`config.mk`:
```
export PLATFORM = sky130hd
export DESIGN_NAME = idle_demote_predictor
export DESIGN_NICKNAME = d
export VERILOG_FILES = /design/src/rtl/idp_pkg.sv /design/src/rtl/idp_rate_meter.sv /design/src/rtl/idp_residency_hist.sv /design/src/rtl/idp_decider.sv /design/src/rtl/idle_demote_predictor.sv
export SDC_FILE = /design/constraint.sdc
export NUM_CORES = 1
export LEC_CHECK = 0
export CAP_MARGIN = 30
export CORE_UTILIZATION = 52
export CTS_BUF_LIST = sky130_fd_sc_hd__clkbuf_2
export CTS_CLUSTER_DIAMETER = 80
export DETAILED_ROUTE_END_ITERATION = 8
export GPL_ROUTABILITY_DRIVEN = 1
export HOLD_SLACK_MARGIN = 0.03
export PLACE_DENSITY = 0.72
export SKIP_CTS_REPAIR_TIMING = 1
export SYNTH_ARGS = -nofsm -noshare
export SYNTH_HDL_FRONTEND = slang
export SYNTH_SLANG_ARGS = --single-unit
```
`constraint.sdc`:
```
create_clock -name clk -period 7.16 [get_ports clk]
set_input_delay 1.432 -clock clk [delete_from_list [all_inputs] [get_ports clk]]
set_output_delay 1.432 -clock clk [all_outputs]
set_load 0.05 [all_outputs]
```
`src/rtl/idp_pkg.sv`:
```
package idp_pkg;

    typedef enum logic [2:0] {
        ST_C0 = 3'd0,
        ST_C1 = 3'd1,
        ST_C3 = 3'd3,
        ST_C6 = 3'd6,
        ST_C7 = 3'd7
    } cstate_e;

    localparam int HIST_SHIFT = 2;
    localparam int HIST_DEPTH = 1 << HIST_SHIFT;

    typedef struct packed {
        logic to_c1;
        logic to_c3;
    } qual_t;

    function automatic logic is_legal(logic [2:0] code);
        return (code == ST_C0) || (code == ST_C1) || (code == ST_C3) ||
               (code == ST_C6) || (code == ST_C7);
    endfunction

    // Apply the qualified options to a request; C1 outranks C3.
    function automatic cstate_e pick_state(cstate_e req, qual_t q);
        cstate_e res;
        res = req;
        unique case (req)
            ST_C3:        if (q.to_c1) res = ST_C1;
            ST_C6, ST_C7: begin
                if (q.to_c1)      res = ST_C1;
                else if (q.to_c3) res = ST_C3;
            end
            default:      res = req;
        endcase
        return res;
    endfunction

endpackage

```
`src/rtl/idp_rate_meter.sv`:
```
module idp_rate_meter #(
    parameter int WIN_W = 16,
    parameter int CNT_W = 8
) (
    input  logic             clk,
    input  logic             rst,
    input  logic             irq_i,
    input  logic [WIN_W-1:0] win_len_i,
    output logic [CNT_W-1:0] rate_o
);
    localparam logic [CNT_W-1:0] CNT_MAX = {CNT_W{1'b1}};

    logic [CNT_W-1:0] cnt_q;
    logic [CNT_W-1:0] cnt_next;
    logic [WIN_W-1:0] pos_q;
    logic             win_last;

    assign cnt_next = (irq_i && (cnt_q != CNT_MAX)) ? cnt_q + CNT_W'(1) : cnt_q;
    assign win_last = (pos_q >= (win_len_i - WIN_W'(1)));

    always_ff @(posedge clk) begin
        if (rst) begin
            cnt_q  <= '0;
            pos_q  <= '0;
            rate_o <= '0;
        end else if (win_last) begin
            rate_o <= cnt_next;
            cnt_q  <= '0;
            pos_q  <= '0;
        end else begin
            cnt_q  <= cnt_next;
            pos_q  <= pos_q + WIN_W'(1);
        end
    end
endmodule

```
`src/rtl/idp_residency_hist.sv`:
```
module idp_residency_hist
    import idp_pkg::*;
#(
    parameter int RES_W = 16
) (
    input  logic             clk,
    input  logic             rst,
    input  logic             deep_enter_i,
    input  logic             wake_i,
    output logic [RES_W-1:0] avg_o
);
    localparam int                SUM_W   = RES_W + HIST_SHIFT;
    localparam logic [RES_W-1:0]  RUN_MAX = {RES_W{1'b1}};

    logic [RES_W-1:0] run_q;
    logic             in_deep_q;
    logic [RES_W-1:0] smp_q [HIST_DEPTH];
    logic [SUM_W-1:0] sum;

    always_ff @(posedge clk) begin
        if (rst) begin
            run_q     <= '0;
            in_deep_q <= 1'b0;
            for (int i = 0; i < HIST_DEPTH; i++) smp_q[i] <= '0;
        end else if (deep_enter_i) begin
            run_q     <= '0;
            in_deep_q <= 1'b1;
        end else if (in_deep_q) begin
            if (wake_i) begin
                in_deep_q <= 1'b0;
                smp_q[0]  <= run_q;
                for (int i = 1; i < HIST_DEPTH; i++) smp_q[i] <= smp_q[i-1];
            end else if (run_q != RUN_MAX) begin
                run_q <= run_q + RES_W'(1);
            end
        end
    end

    always_comb begin
        sum = '0;
        for (int i = 0; i < HIST_DEPTH; i++) sum = sum + SUM_W'(smp_q[i]);
    end

    assign avg_o = sum[SUM_W-1:HIST_SHIFT];
endmodule

```
`src/rtl/idp_decider.sv`:
```
module idp_decider
    import idp_pkg::*;
#(
    parameter int CNT_W = 8,
    parameter int RES_W = 16
) (
    input  cstate_e          req_i,
    input  logic [CNT_W-1:0] rate_i,
    input  logic [RES_W-1:0] avg_i,
    input  logic [CNT_W-1:0] thr_c3_i,
    input  logic [CNT_W-1:0] thr_c1_i,
    input  logic [RES_W-1:0] res_thr_i,
    input  logic             en_c3_i,
    input  logic             en_c1_i,
    output cstate_e          grant_o
);
    qual_t q;
    logic  short_stay;

    assign short_stay = (avg_i < res_thr_i);
    assign q.to_c1    = en_c1_i && short_stay && (rate_i >= thr_c1_i);
    assign q.to_c3    = en_c3_i && short_stay && (rate_i >= thr_c3_i);
    assign grant_o    = pick_state(req_i, q);
endmodule

```
`src/rtl/idle_demote_predictor.sv`:
```
module idle_demote_predictor
    import idp_pkg::*;
#(
    parameter int WIN_W = 16,
    parameter int CNT_W = 8,
    parameter int RES_W = 16
) (
    input  logic             clk,
    input  logic             rst,
    input  logic             irq_i,
    input  logic             deep_enter_i,
    input  logic             wake_i,
    input  logic             req_valid_i,
    input  logic [2:0]       req_state_i,
    input  logic             en_c3_i,
    input  logic             en_c1_i,
    input  logic [WIN_W-1:0] win_len_i,
    input  logic [CNT_W-1:0] rate_thr_c3_i,
    input  logic [CNT_W-1:0] rate_thr_c1_i,
    input  logic [RES_W-1:0] res_thr_i,
    output logic             grant_valid_o,
    output logic [2:0]       grant_state_o
);
    logic [CNT_W-1:0] rate;
    logic [RES_W-1:0] avg;
    cstate_e          decided;

    idp_rate_meter #(.WIN_W(WIN_W), .CNT_W(CNT_W)) u_rate (
        .clk(clk), .rst(rst), .irq_i(irq_i),
        .win_len_i(win_len_i), .rate_o(rate)
    );

    idp_residency_hist #(.RES_W(RES_W)) u_hist (
        .clk(clk), .rst(rst), .deep_enter_i(deep_enter_i),
        .wake_i(wake_i), .avg_o(avg)
    );

    idp_decider #(.CNT_W(CNT_W), .RES_W(RES_W)) u_dec (
        .req_i(cstate_e'(req_state_i)), .rate_i(rate), .avg_i(avg),
        .thr_c3_i(rate_thr_c3_i), .thr_c1_i(rate_thr_c1_i),
        .res_thr_i(res_thr_i), .en_c3_i(en_c3_i), .en_c1_i(en_c1_i),
        .grant_o(decided)
    );

    always_ff @(posedge clk) begin
        if (rst) begin
            grant_valid_o <= 1'b0;
            grant_state_o <= ST_C0;
        end else begin
            grant_valid_o <= req_valid_i;
            if (req_valid_i) grant_state_o <= decided;
        end
    end
endmodule

```
[Word level (Yosys, flattened, before mapping)]
Memories as Yosys holds them, arrays and structs flattened.
Cells that the tools add are included.
Storage, ports and cells
  bits in registers: 53
  latch bits: 0
  memory bits (writable): 64
  bits in read-only memories: 0
  output and inout port bits: 4
  logic and storage cells: 57
  memories kept: 1
Memories
  u_hist.smp_q: words 4, width 16, read ports 4, clocked after memory_dff 0, write ports 4, line idp_residency_hist.sv:17  | logic [RES_W-1:0] smp_q [HIST_DEPTH];
Operators by class
  add/subtract/negate cells: 7
  multiply operators: 0
  div/mod/pow operators: 0
  magnitude comparators: 4
  equality and inequality tests: 5
  shifts and indexed selects: 0
  multiplexer cells: 19
  bitwise operators: 5
  reductions and logical operators: 9
Operators with widths (count)
  $mux 16: 4
  $add 18x16->18: 2
  $add 16x1->16 const B: 2
  $add 16x16->17: 1
  $ge 16x16->1: 1
  $ge 8x8->1: 2
  $lt 16x16->1: 1
  $ne 16x16->1 const B: 1
  $sub 16x1->16 const B: 1
  $mux 1: 10
  $mux 3: 3
  $add 8x1->8 const B: 1
  $mux 8: 1
  $ne 8x8->1 const B: 1
  $eq 3x3->1 const B: 2
  $pmux 3 s2: 1
  $reduce_or 2->1: 3
  $logic_and 1x1->1: 5
  $or 1x1->1: 4
  $eq 3x2->1 const B: 1
  $reduce_and 3->1: 1
  $not 1->1: 1

[Logic depth before layout (Yosys ltp)]
Gate-level depths: netlist of run 1.
An unclocked memory read counts as a cell.
  word-level depth: 10
  gate-level depth with buffers: 25

[Cells and area by module]
Synthesis of run 1 repeated with hierarchy kept, for this count alone.
Unflattened totals
  cell total of the unflattened synthesis: 817
  area, all modules: 7817.5 sq um
Modules (own cells, without submodules)
  idp_residency_hist: instances 1, cells each 464, area each 4875.9 sq um
  idp_rate_meter: instances 1, cells each 229, area each 1985.7 sq um
  idp_decider: instances 1, cells each 113, area each 828.3 sq um
  idle_demote_predictor: instances 1, cells each 11, area each 127.6 sq um

[Worst setup path after synthesis of run 1]
Ideal clock, no wire load.
  kind: in2reg
  start point: input port wake_i
  end point: memory u_hist.smp_q[0][0], enable pin
  setup time: 0.575 ns
  data arrival time: 6.129 ns
  data required time: 6.585 ns
  setup slack: 0.456 ns
  stages on the path: 2
  path buffers: 0
  cells stage by stage: nand2_1 > o21ai_0
RTL lines
  from (decl): line idle_demote_predictor.sv:12  | input logic wake_i,
  to (decl): line idp_residency_hist.sv:17

==> results.yml, run 1 <==
place:
  preCtsSetupSlack_ps: 1360
  hpwl_um: 11500
  placed_area_sq_um: 8620
  port_buffers: 62
  dp_cells: 1048
  gp_congestion: 0.883
clock_tree:
  cts_tree: "built"
  clock-root-buffer: "clkbuf_2"
  numCtsBuffers: 17
  cts_buffer_depth: 2
  clk_pin_slew_ps: 160
  insertion_delay_ps: 620
  cts_sinks: 117
  cts_max_level: 4
logic_synthesis:
  yosys-top-cells-area: "edfxtp_1, dfxtp_1, ha_1"
  postSynthAreaPerCell_sq_um: 9.59
  synth_xor_area_share_pct: 8.07
  synth_edf_count: 64
  synthSimpleGateAreaFrac_pct: 17.6
  synth_top_family_by_area: "adder cells"
  synth-compound-area-share_pct: 12.0
  synthAdderAreaFrac_pct: 17.6
  ys_seq_area_share_pct: 38.2
  ys_ff_latch: 117
  yosysTopAreaCellShare_pct: 24.6
  ys_warn_count: 0
  synth.most_common_cell: "inv_1"
  synth_mux_area_share_pct: 0.384
  async_flop_share_pct: 0
  synth.top_cells.by_count: "inv_1, ha_1, nor2_1, edfxtp_1, dfxtp_1"
  synth_flop_cell: "edfxtp_1"
  synth_cell_type_count: 65
  syn-num-nets: 974
  synth_area_sq_um: 7820
  syn_inst: 815
  synth_area_leader_cell: "edfxtp_1"
route:
  avgRoutedWirePerCell_um: 13.5
  drcViolationCount: 0
  dr.first_iter.drc_count: 273
  wirelength_um: 14600
  ant_nets: 0
  vias: 5836
  dr.pass1.iters: 5
  viasPerCell: 5.40
critical_path:
  endpoint_kind: "register"
  cpMaxStageDelayCell: "fa_1"
  arrival_ps: 6390
  required_ps: 7670
  worstPathMaxFanout: 3
  cpPeakStageDelay_ps: 500
  path_class: "register to register"
  crit_buf_inv: 3
  crit_family: "compound AO/OA/AOI/OAI gates"
  startpoint_type: "register"
finish:
  fin_cells: 1080
  seq_area_sq_um: 2980
  area_growth_pct: 13.4
  diodes: 0
  multi_input_comb_area_sq_um: 4360
  layout.nets: 1042
  post-route-util_pct: 60.8
  drive_gt1_share_pct: 5.69
  design_area_sq_um: 8860
  fillers: 1206
timing:
  whs_ps: 485
  rsz0062_at_grt: "no"
  setup_viol: 0
  hold_viol_final: 0
  tightest_slew_ps: 881
  finalMaxSlewViolations: 0
  timing.fmax_mhz: 170
  fin_tns_setup_ps: 0
  max_slew_margin_pct: 41.3
  setup_slack_ps: 1280
  layout_min_cycle_time_ps: 5880
  fin_crit_sh_pct: 82.1
  fin_worst_skew_ps: 37.1
grt:
  grt_pass1_wl_um: 25100
  grt_max_degree: 65
  first_global_vias: 5814
  grt_use_total_pct: 19.4
  antenna_found_initial: 0
  grt_overflow: 0
floorplanning:
  dieArea_sq_um: 15500
  die_h_um: 125
  num_rows: 44
  die_width_um: 125
  start_util_pct: 53.6
  ios: 63
  core-area_sq_um: 14600
pwr:
  peakVddDrop_mv: 0.107
  power_density_nw_per_um2: 191
  power_leakage_nw: 3.81
  power_mw: 1.69
status:
  status: "finished, final reports clean"
job:
  maxCapViolations: 0
min_path:
  hold_class: "register to register"
power breakdown:
| part | leakage, nW | total (mW) | internal, mW | switching (mW) |
|---|---|---|---|---|
| logic | 2.56 | 0.524 | 0.234 | 0.290 |
| registers | 1.09 | 0.740 | 0.729 | 0.0106 |
| clock network | 0.160 | 0.430 | 0.198 | 0.233 |
| total | 3.81 | 1.69 | 1.16 | 0.534 |
state kept, by name, indices dropped and copies added, names as in the netlist:
register          count
u_hist.smp_q         64
u_hist.run_q         16
u_rate.pos_q         16
u_rate.cnt_q          8
u_rate.rate_o         8
grant_state_o         3
grant_valid_o         1
u_hist.in_deep_q      1
layer usage:
metal,part of all wire (%),track usage (%),routed length [um]
met2,49,34.3,7180
met1,46,24.0,6730
met5,0,0,0
met4,1.6,7.37,236
met3,2.8,2.66,413
worst reg2reg max path, delay by kind of cell (launching register included):
kind / cells / cell delay (ps)
buf+inv: 3 / 140
flops: 1 / 380
fa+ha+maj: 5 / 1580
compound gates: 12 / 2930
simple gates: 4 / 560
xor+xnor: 1 / 180
cell usage in the layout (no fill, tap or decap), types with 3 or more instances in the layout:
cell and n:
o21ai_0 20, a211oi_1 15, nor3b_1 4, and3_1 7
and4_1 4, o211ai_1 3, inv_1 110, o21bai_1 4
and2_1 47, ha_1 83, or3_1 6, clkdlybuf4s50_1 62
mux2i_1 3, nor2b_1 6, fa_1 17, nand4_1 10
a31oi_1 7, nor3_1 30, bufinv_16 3, edfxtp_1 64
xor2_1 32, o21a_1 6, clkinv_2 3, clkbuf_2 21
a21oi_1 32, nand2_1 29, xnor2_1 40, or2_2 3
o311ai_0 3, a211oi_2 3, nor2_1 76, a21o_1 12
nand3_1 20, nand2b_1 6, dfxtp_1 53, o2111ai_1 3
final cells by class:
type / count / area share, %
multi-input combinational: 573 / 49.2
clock inverter: 11 / 1.51
inverter: 110 / 4.66
tap: 184 / 2.60
clock buffer: 21 / 1.19
timing repair buffer: 64 / 7.17
sequential: 117 / 33.7
final timing paths:
path                                    startpoint                            end  slack [ps]  depth (start not counted)
setup / recovery  u_hist.smp_q[1][0]$_SDFFCE_PN0P_  grant_state_o[2]$_SDFFE_PP0P_        1280                         25
hold / removal          u_rate.pos_q[0]$_SDFF_PP0_     u_rate.pos_q[0]$_SDFF_PP0_         490                          1
setup reg to reg  u_hist.smp_q[1][0]$_SDFFCE_PN0P_  grant_state_o[2]$_SDFFE_PP0P_        1280                         25
hold reg to reg         u_rate.pos_q[0]$_SDFF_PP0_     u_rate.pos_q[0]$_SDFF_PP0_         490                          1
logic make-up (layout without fill, tap and decap cells):
logic type,Yosys count,count (layout)
AND/OR/NAND/NOR,264,264
AO/OA/AOI/OAI,134,134
buffers and inverters,125,206
flip-flops,117,117
adder cells (fa/ha/maj),100,100
XOR/XNOR,72,72
multiplexers,3,3
Power figures use the tool's default switching activity.
==> run 2: changes to the inputs <==
- clock period: 7.16 -> 5.8 ns (I/O delays scaled with it)
==> results.yml, run 2 (synthesized netlist as in run 1, its figures left out) <==
status:
  status: "finished, final reports clean"
clock_tree:
  clk_pin_slew_ps: 160
  cts_buffer_depth: 2
  cts_tree: "built"
  insertion_delay_ps: 620
  numCtsBuffers: 17
  cts_max_level: 4
  cts_sinks: 117
  clock-root-buffer: "clkbuf_2"
min_path:
  hold_class: "register to register"
grt:
  grt_overflow: 0
  grt_max_degree: 48
  grt_pass1_wl_um: 25400
  grt_most_used_layer: "met2"
  first_global_vias: 5981
  antenna_found_initial: 1
  grt_use_met3_pct: 4.17
  grt_use_total_pct: 19.8
  use_met2_pct: 35.2
  met1_usage_pct: 23.0
finish:
  multi_input_comb_area_sq_um: 4390
  final_cell_mix: "inv_1, ha_1, nor2_1, edfxtp_1, clkdlybuf4s50_1"
  largest_register: "u_hist.smp_q"
  largest_reg_flops: 64
  area_growth_pct: 13.8
  fillers: 1260
  reg_top3: "u_hist.smp_q (64), u_hist.run_q (16), u_rate.pos_q (16)"
  layout.nets: 1046
  seq_area_sq_um: 2980
  fin_cells: 1085
  post-route-util_pct: 61.0
  mostFrequentLayoutCell: "inv_1"
  drive_gt1_share_pct: 6.44
critical_path:
  arrival_ps: 6130
  worstPathMaxFanout: 4
  required_ps: 6340
  endpoint_kind: "register"
  path_class: "register to register"
  r2r_setup_slack_ps: 210
  startpoint_type: "register"
pwr:
  power_leakage_nw: 3.83
  power_density_nw_per_um2: 232
  power_mw: 2.06
  peakVddDrop_mv: 0.116
place:
  dp_cells: 1052
  gp_congestion: 0.865
  port_buffers: 62
  preCtsSetupSlack_ps: 14.4
  hpwl_um: 11700
timing:
  max_slew_margin_pct: 48.6
  tightest_slew_ps: 769
  finalMaxSlewViolations: 0
  hold_viol_final: 0
  whs_ps: 488
  setup_viol: 0
  layout_min_cycle_time_ps: 5590
  setup_slack_ps: 210
  fin_crit_sh_pct: 96.4
  rsz0062_at_grt: "no"
  fin_worst_skew_ps: 24.7
  timing.fmax_mhz: 179
route:
  viasPerCell: 5.41
  avgRoutedWirePerCell_um: 13.7
  ant_nets: 0
  drcViolationCount: 0
  dr.first_iter.drc_count: 231
  dr.pass1.iters: 4
  wirelength_um: 14900
  vias: 5872
floorplanning:
  ios: 63
  die_h_um: 125
  die_width_um: 125
  core-area_sq_um: 14600
  start_util_pct: 53.6
  num_rows: 44
  dieArea_sq_um: 15500
job:
  maxCapViolations: 0
[run 2: worst paths after layout]
kind                            depth (start not counted)                        startpoint                       endpoint
worst max-delay path                                   23  u_hist.smp_q[1][4]$_SDFFCE_PN0P_  grant_state_o[2]$_SDFFE_PP0P_
worst max register to register                         23  u_hist.smp_q[1][4]$_SDFFCE_PN0P_  grant_state_o[2]$_SDFFE_PP0P_
worst min register to register                          1        u_rate.pos_q[0]$_SDFF_PP0_     u_rate.pos_q[0]$_SDFF_PP0_
worst min-delay path                                    1        u_rate.pos_q[0]$_SDFF_PP0_     u_rate.pos_q[0]$_SDFF_PP0_
[run 2: through the flow]
| stage | instance area, sq um | TNS [ps] |
|---|---|---|
| after global routing | 8900 | 0 |
| after floorplan | 7820 | 0 |
| after detailed placement | 8650 | 0 |
| after global placement | 8650 | 0 |
| final | 8900 | 0 |
| after CTS | 8870 | -31.9 |
[run 2: routing by layer]
metal | up-vias | routed length, um
met5 | - | 0
met3 | 28 | 488
met2 | 118 | 7480
li1 | 2983 | -
met1 | 2743 | 6640
met4 | 0 | 287
[run 2: cell type report]
type	count	area share [%]
diodes	1	0.0281
inverters	110	4.64
repair buffers	68	7.48
clock buffers	22	1.24
multi-input cells	573	49.3
clock inverters	10	1.20
well taps	184	2.59
flip-flops and latches	117	33.5
[run 2: report_power, final]
part           switching (mW)  internal, mW
sequential             0.0134         0.900
combinational           0.366         0.296
clock                   0.284         0.203
[run 2: critical path, cell delays in order (launching register included)]
cell	delay (ps)
edfxtp_1	420
ha_1	370
a21o_1	190
a21oi_2	220
o211a_1	240
nor2_1	80
a31oi_1	220
xor2_1	120
fa_1	500
inv_1	40
ha_1	210
or3_1	370
nor3_1	230
and4_1	310
o41ai_2	100
a21oi_1	180
xnor2_1	140
ha_1	270
and4_1	230
o311a_1	130
a211oi_2	190
o21ai_1	120
a311o_1	360
a41o_1	240
